## config.mk

```make
export PLATFORM = sky130hd
export DESIGN_NAME = sad_engine
export DESIGN_NICKNAME = d
export VERILOG_FILES = /design/src/rtl/sad_engine.sv
export SDC_FILE = /design/constraint.sdc
export NUM_CORES = 1
export LEC_CHECK = 0
export BUFFER_PORTS_ARGS = -buffer_cell sky130_fd_sc_hd__buf_2
export CAP_MARGIN = 20
export CORE_MARGIN = 2
export CORE_UTILIZATION = 25
export CTS_CLUSTER_DIAMETER = 100
export DETAILED_ROUTE_END_ITERATION = 6
export SETUP_SLACK_MARGIN = 0.02
export SLEW_MARGIN = 20
export SYNTH_ARGS = -nofsm -noshare
export SYNTH_HDL_FRONTEND = slang
export SYNTH_SLANG_ARGS = --single-unit
```

## constraint.sdc

```tcl
create_clock -name clk -period 2.98 [get_ports clk]
set_clock_uncertainty 0.2 [all_clocks]
set_input_delay 0.149 -clock clk [delete_from_list [all_inputs] [get_ports clk]]
set_output_delay 0.149 -clock clk [all_outputs]
set_load 0.02 [all_outputs]
```

## src/rtl/sad_engine.sv

```systemverilog
module sad_engine #(
  parameter int DEPTH = 256,
  parameter int DW    = 8,
  parameter int OW    = 32
) (
  input  logic                     clk,
  input  logic                     rst_n,
  input  logic                     go,
  input  logic [DW-1:0]            a_data,
  input  logic [DW-1:0]            b_data,
  output logic [$clog2(DEPTH)-1:0] idx,
  output logic [OW-1:0]            sad,
  output logic                     done
);
  localparam int AW = $clog2(DEPTH);
  localparam int CW = AW + 1;
  localparam int SW = DW + AW;

  logic          busy;
  logic [CW-1:0] cnt;
  logic [SW-1:0] sum;
  logic [DW-1:0] diff;
  logic          last;

  assign diff = (a_data >= b_data) ? (a_data - b_data) : (b_data - a_data);
  assign last = (cnt == CW'(DEPTH));
  assign idx  = cnt[AW-1:0];

  always_ff @(posedge clk or negedge rst_n) begin
    if (!rst_n) begin
      busy <= 1'b0;
      cnt  <= '0;
      sum  <= '0;
      sad  <= '0;
      done <= 1'b0;
    end else begin
      done <= 1'b0;
      if (!busy) begin
        sum <= '0;
        cnt <= '0;
        if (go) busy <= 1'b1;
      end else if (!last) begin
        sum <= sum + SW'(diff);
        cnt <= cnt + 1'b1;
      end else begin
        sad  <= OW'(sum);
        done <= 1'b1;
        busy <= 1'b0;
      end
    end
  end
endmodule

```

== Word-level counts from Yosys, hierarchy flattened ==
Cells that the tools add are included.
Storage, ports and cells
  flip-flop bits (word level): 43
  memories kept: 0
  input bits: 19
  latch bits: 0
  word-level logic and storage cells: 23
  output and inout bits: 41
  bits in read-only memories: 0
  bits in writable memories: 0
Cells by class
  equal/unequal tests: 2
  reductions and logical operators: 1
  multipliers: 0
  bitwise logic cells: 0
  mux-type cells: 10
  shift-type cells: 0
  magnitude comparators: 1
  add/subtract/negate cells: 4
  divide/modulo/power cells: 0
Operators by type and width (count)
  $mux W16: 2
  $mux W9: 2
  $add A16 B8 Y16: 1
  $sub A8 B8 Y8: 2
  $add A9 B1 Y9 const B: 1
  $eq A9 B9 Y1 const B: 1
  $ge A8 B8 Y1: 1
  $mux W8: 1
  $mux W1: 5
  $ne A2 B2 Y1 const B: 1
  $reduce_and A2 Y1: 1

== Depth between registers and ports, before layout ==
  depth after elaboration: 5
  mapped depth: 20
  depth with buffers taken out: 19

== Worst setup path before layout ==
Ideal clock, no wire load.
  path kind: input-to-reg
  start point: input a_data[0]
  end point: register sum[10]
  library setup time: 79 ps
  arrival: 3625 ps
  required time: 2701 ps
  setup slack: -925 ps
  buffers on the path: 1
  stages: 19
  cell sequence: inv_1 ha_1 inv_1 fa_1 nand3_1 a31oi_1 o21a_2 a21o_1 buf_6 mux2_1 a21oi_1 xnor2_1 ha_1 a221o_1 a31o_2 a21o_1 a21o_1 nand4_1 mux2i_1
On the way
  cells in the longest elaborated chain, start to end: 5
  elaborated cells between the ends (all ways): 7
  those cells by class: 3 x add/sub; 1 x order compare; 3 x mux
RTL lines
  start, declared: RTL line 9  | input logic [DW-1:0] a_data,
  $sub A8 B8 Y8 / $ge A8 B8 Y1 (equally long branches): RTL line 25  | assign diff = (a_data >= b_data) ? (a_data - b_data) : (b_data - a_data);
  $mux W8 *: RTL line 25
  $add A16 B8 Y16 *: RTL line 43  | sum <= sum + SW'(diff);
  $mux W16 *: RTL line 42  | end else if (!last) begin
  $mux W16 *: RTL line 38  | if (!busy) begin
  end signal, assigned: RTL line 43
  end, declared: RTL line 21  | logic [SW-1:0] sum;
Mark *: on every way between the ends. The rest lies on a longest branch, timed or not. The select of a mux whose other input is x is not followed.
A chain may end at the register's enable or synchronous reset.

== Worst setup path after layout ==
Same ends and word-level chain as after synthesis.

==> summary.txt <==
Status
  • Outcome: finished, violations left
  • Violated checks: setup timing

Synth
  • Top FF cell, synth: dfrtp_1
  • Dominant cells by area after synthesis: dfrtp_1, ha_1, buf_4, mux2_2, inv_1
  • Yosys warns: 0
  • Mean Syn Cell Area: 9.49 sq um
  • Post-synthesis cell count: 326
  • Synth area leader: dfrtp_1
  • Count of different cell masters after synthesis: 53
  • Async SR Flop Fraction: 100%
  • Number of synthesized flops with an enable pin: 0
  • Seq/Total Area, Yosys: 34.8%
  • Yosys top cell area share: 34.8%
  • Post-synthesis cell area: 0.00309 sq mm
  • Synth Register Bits: 43

Worst setup path
  • Crit Path Max Fanout: 4
  • WP data required: 2.98 ns
  • CP max-delay cell: fa_2
  • Worst Path Buf+Inv: 4
  • Crit-path cells: buf_12, inv_12, ha_4, inv_4, fa_2, nand3_2, a31oi_4, o21a_2, a21o_1, buf_6, mux2i_4, xnor2_2, ha_1, nor2b_4, a221o_1, a31o_2, a21o_1, a21o_1, nand4_1, mux2i_1
  • WS Path Type: in -> reg
  • CP peak stage delay: 0.34 ns
  • Crit path max-delay family: compound AO/OA/AOI/OAI gates
  • CP Capture Type: flop
  • Crit path DAT: 3.59 ns
  • CP startpoint kind: input port
  • CP most frequent cell: a21o_1

Global routing
  • Gr usage total: 11.4%
  • Initial antenna violation count: 0
  • First-pass GRT wire length: 12.4 mm
  • Vias in the first global route: 2591
  • Total grt overflow: 0
  • Largest net degree at the start of global routing: 44

Timing
  • Worst-Margin Slew: 0.538 ns
  • Pins Over Slew Limit: 0
  • Period minus WS final: 3.59 ns
  • Fmax: 279 MHz
  • Slew HR: 64.1%
  • Setup Viol. Count Final: 13
  • RSZ-0062 raised after global routing: true
  • Final worst setup slack: -0.607 ns
  • Tcrit/Tclk final: 120%
  • Hold Fails Final Rpt: 0

Pwr
  • PD cells: 769 mW/mm^2
  • Max IR drop VDD: 0.000358 V
  • Leak: 0.00218 uW
  • Total power draw: 3260 uW

Floorplanning
  • Die height: 115 um
  • Die width: 115 um
  • Row count: 40
  • Core area: 0.0121 sq mm
  • Initial Util: 25.6%
  • Die Area: 0.0133 sq mm
  • IO Pins: 60

Placed design
  • Placed inst area: 0.00373 sq mm
  • GPL Wtd Cong: 0.914
  • Final HPWL DP: 5.50 mm
  • PortBufs: 43

Cells and area
  • Share of layout cells above drive strength 1: 38.8%
  • Cell area after layout: 0.00424 sq mm
  • Final layout net count: 465
  • Diode count: 0
  • P&R area growth vs syn: 37.2%
  • Fillers: 1220
  • Util after Layout: 35.2%

Drt
  • Vias: 2558
  • Final ANT Viol Nets: 0
  • DRC viols: 0
  • Routed WL: 7.39 mm
  • Starting DRT DRC Count: 115
  • Via/cell ratio: 4.37
  • DR WL/cell: 12.6 um
  • First-pass DRT Iterations: 4

Clocking
  • Clock slew at reported path FFs: 0.06 ns
  • Max H-tree Level: 2
  • Maximum clock insertion buffer count: 2
  • Clk Latency, worst-skew pair: 0.28 ns
  • Clk Tree Root Cell: clkbuf_16
  • Clock sink count: 43
  • CTS tree: done
  • TritonCTS Buffers: 5

Min path
  • Hold Path Class: in -> async

Run
  • Max cap viols: 0
timing repair:
action | 4_1_cts | 5_1_grt
hold buffers | 2 | 0
pin swaps | 34 | 15
gates resized for setup | 32 | 9
buffers inserted | 8 | 3
endpoints found under the setup margin | 13 | 13
gates cloned | 0 | 0
endpoints found under the hold margin | 44 | 0
power by group:
part | internal (uW) | switching, uW
Sequential | 738 | 166
Clock | 416 | 214
Combinational | 868 | 861
Total | 2020 | 1240
final cells by class:
class                   count  area (sq um)  share of cell area (%)
well taps                 168           210                    4.95
multi-input cells         234          1960                    46.2
repair buffers            102           696                    16.4
clock buffers               6           139                    3.27
inverters                  30           128                    3.01
clock inverters             2          35.0                   0.826
flip-flops and latches     43          1080                    25.4
cells in the mapped netlist, types with 3 or more instances:
| library cell | number |
|---|---|
| inv_1 | 29 |
| mux2i_1 | 6 |
| nand2b_1 | 4 |
| nor3b_1 | 4 |
| o31ai_1 | 3 |
| buf_4 | 24 |
| xor2_1 | 10 |
| nand4_1 | 4 |
| o21ai_0 | 4 |
| xnor2_1 | 12 |
| buf_2 | 3 |
| nand3_1 | 7 |
| clkbuf_1 | 5 |
| mux2_2 | 16 |
| a31oi_1 | 4 |
| dfrtp_1 | 43 |
| a21o_1 | 12 |
| a211oi_1 | 3 |
| ha_1 | 27 |
| nor2_1 | 21 |
| nand2_1 | 27 |
| fa_1 | 3 |
| a21oi_1 | 18 |
| nor3_1 | 3 |
routing by layer:
metal	part of all wire, %	global-route usage, %	vias to the layer above
li1	-	-	1256
met1	46	14.7	1229
met2	48	19.8	61
met3	3.8	1.69	12
met4	1.5	3.21	0
met5	0	0	-
flip-flops by register name, summed over array words and instances, names as in the netlist:
name,flops
sad,16
busy,1
cnt,9
sum,16
done,1
worst paths after layout:
kind | startpoint | cells after the start | to | slack [ns]
worst min-delay path | rst_n | 2 | cnt[1] | 0.21
worst max register to register | cnt[0] | 10 | sum[15] | 0.49
worst min register to register | sad[13] | 1 | sad[13] | 0.30
max in group asynchronous | rst_n | 2 | sum[0] | 2.01
worst max-delay path | a_data[0] | 20 | sum[10] | -0.61
min in group clk | sad[13] | 1 | sad[13] | 0.30
per-stage QoR:
stage / TNS [ns] / worst slack (ns) / hold WS [ns] / instances
floorplan: -5.92 / -0.698 / -0.347 / 341
global placement: -9.92 / -0.924 / 0.158 / 564
CTS: -5.28 / -0.573 / 0.307 / 582
finish: -5.96 / -0.607 / 0.206 / 585
detailed placement: -11.22 / -1.01 / 0.173 / 564
global route: -7.53 / -0.732 / 0.260 / 585
cells in the final DEF (no fill, tap or decap), types with 3 or more instances in the layout:
cell type / synthesis / final
a21o_1: 12 / 12
a21oi_1: 18 / 11
a21oi_2: 0 / 4
a21oi_4: 1 / 4
a31oi_1: 4 / 3
buf_2: 3 / 41
buf_4: 24 / 54
buf_6: 2 / 4
clkbuf_16: 0 / 5
conb_1: 1 / 16
dfrtp_1: 43 / 43
ha_1: 27 / 23
ha_4: 0 / 3
inv_1: 29 / 27
mux2_2: 16 / 15
mux2i_1: 6 / 5
nand2_1: 27 / 26
nand2b_1: 4 / 4
nand3_1: 7 / 6
nand4_1: 4 / 4
nor2_1: 21 / 20
o21ai_0: 4 / 4
xnor2_1: 12 / 9
xnor2_2: 0 / 3
xor2_1: 10 / 10
logic make-up after synthesis:
group	after synthesis	synth area share, %
muxes	23	8.13
buffers and inverters	64	11.3
xor gates and xnor gates	22	6.23
adders and majority gates	30	12.9
other	1	0.121
DFF	43	34.8
and+or+nand+nor	82	12.7
AOI/OAI and AO/OA	61	13.9
worst reg2reg max path, cell delays in order (launching register included):
cell	delay (ns)
dfrtp_1	0.48
inv_1	0.07
ha_1	0.19
nor4b_1	0.16
a2111oi_0	0.43
buf_4	0.19
and3_1	0.19
nand3_1	0.13
nor3_4	0.13
xnor2_1	0.14
nor2_1	0.05
Power figures use the tool's default switching activity.
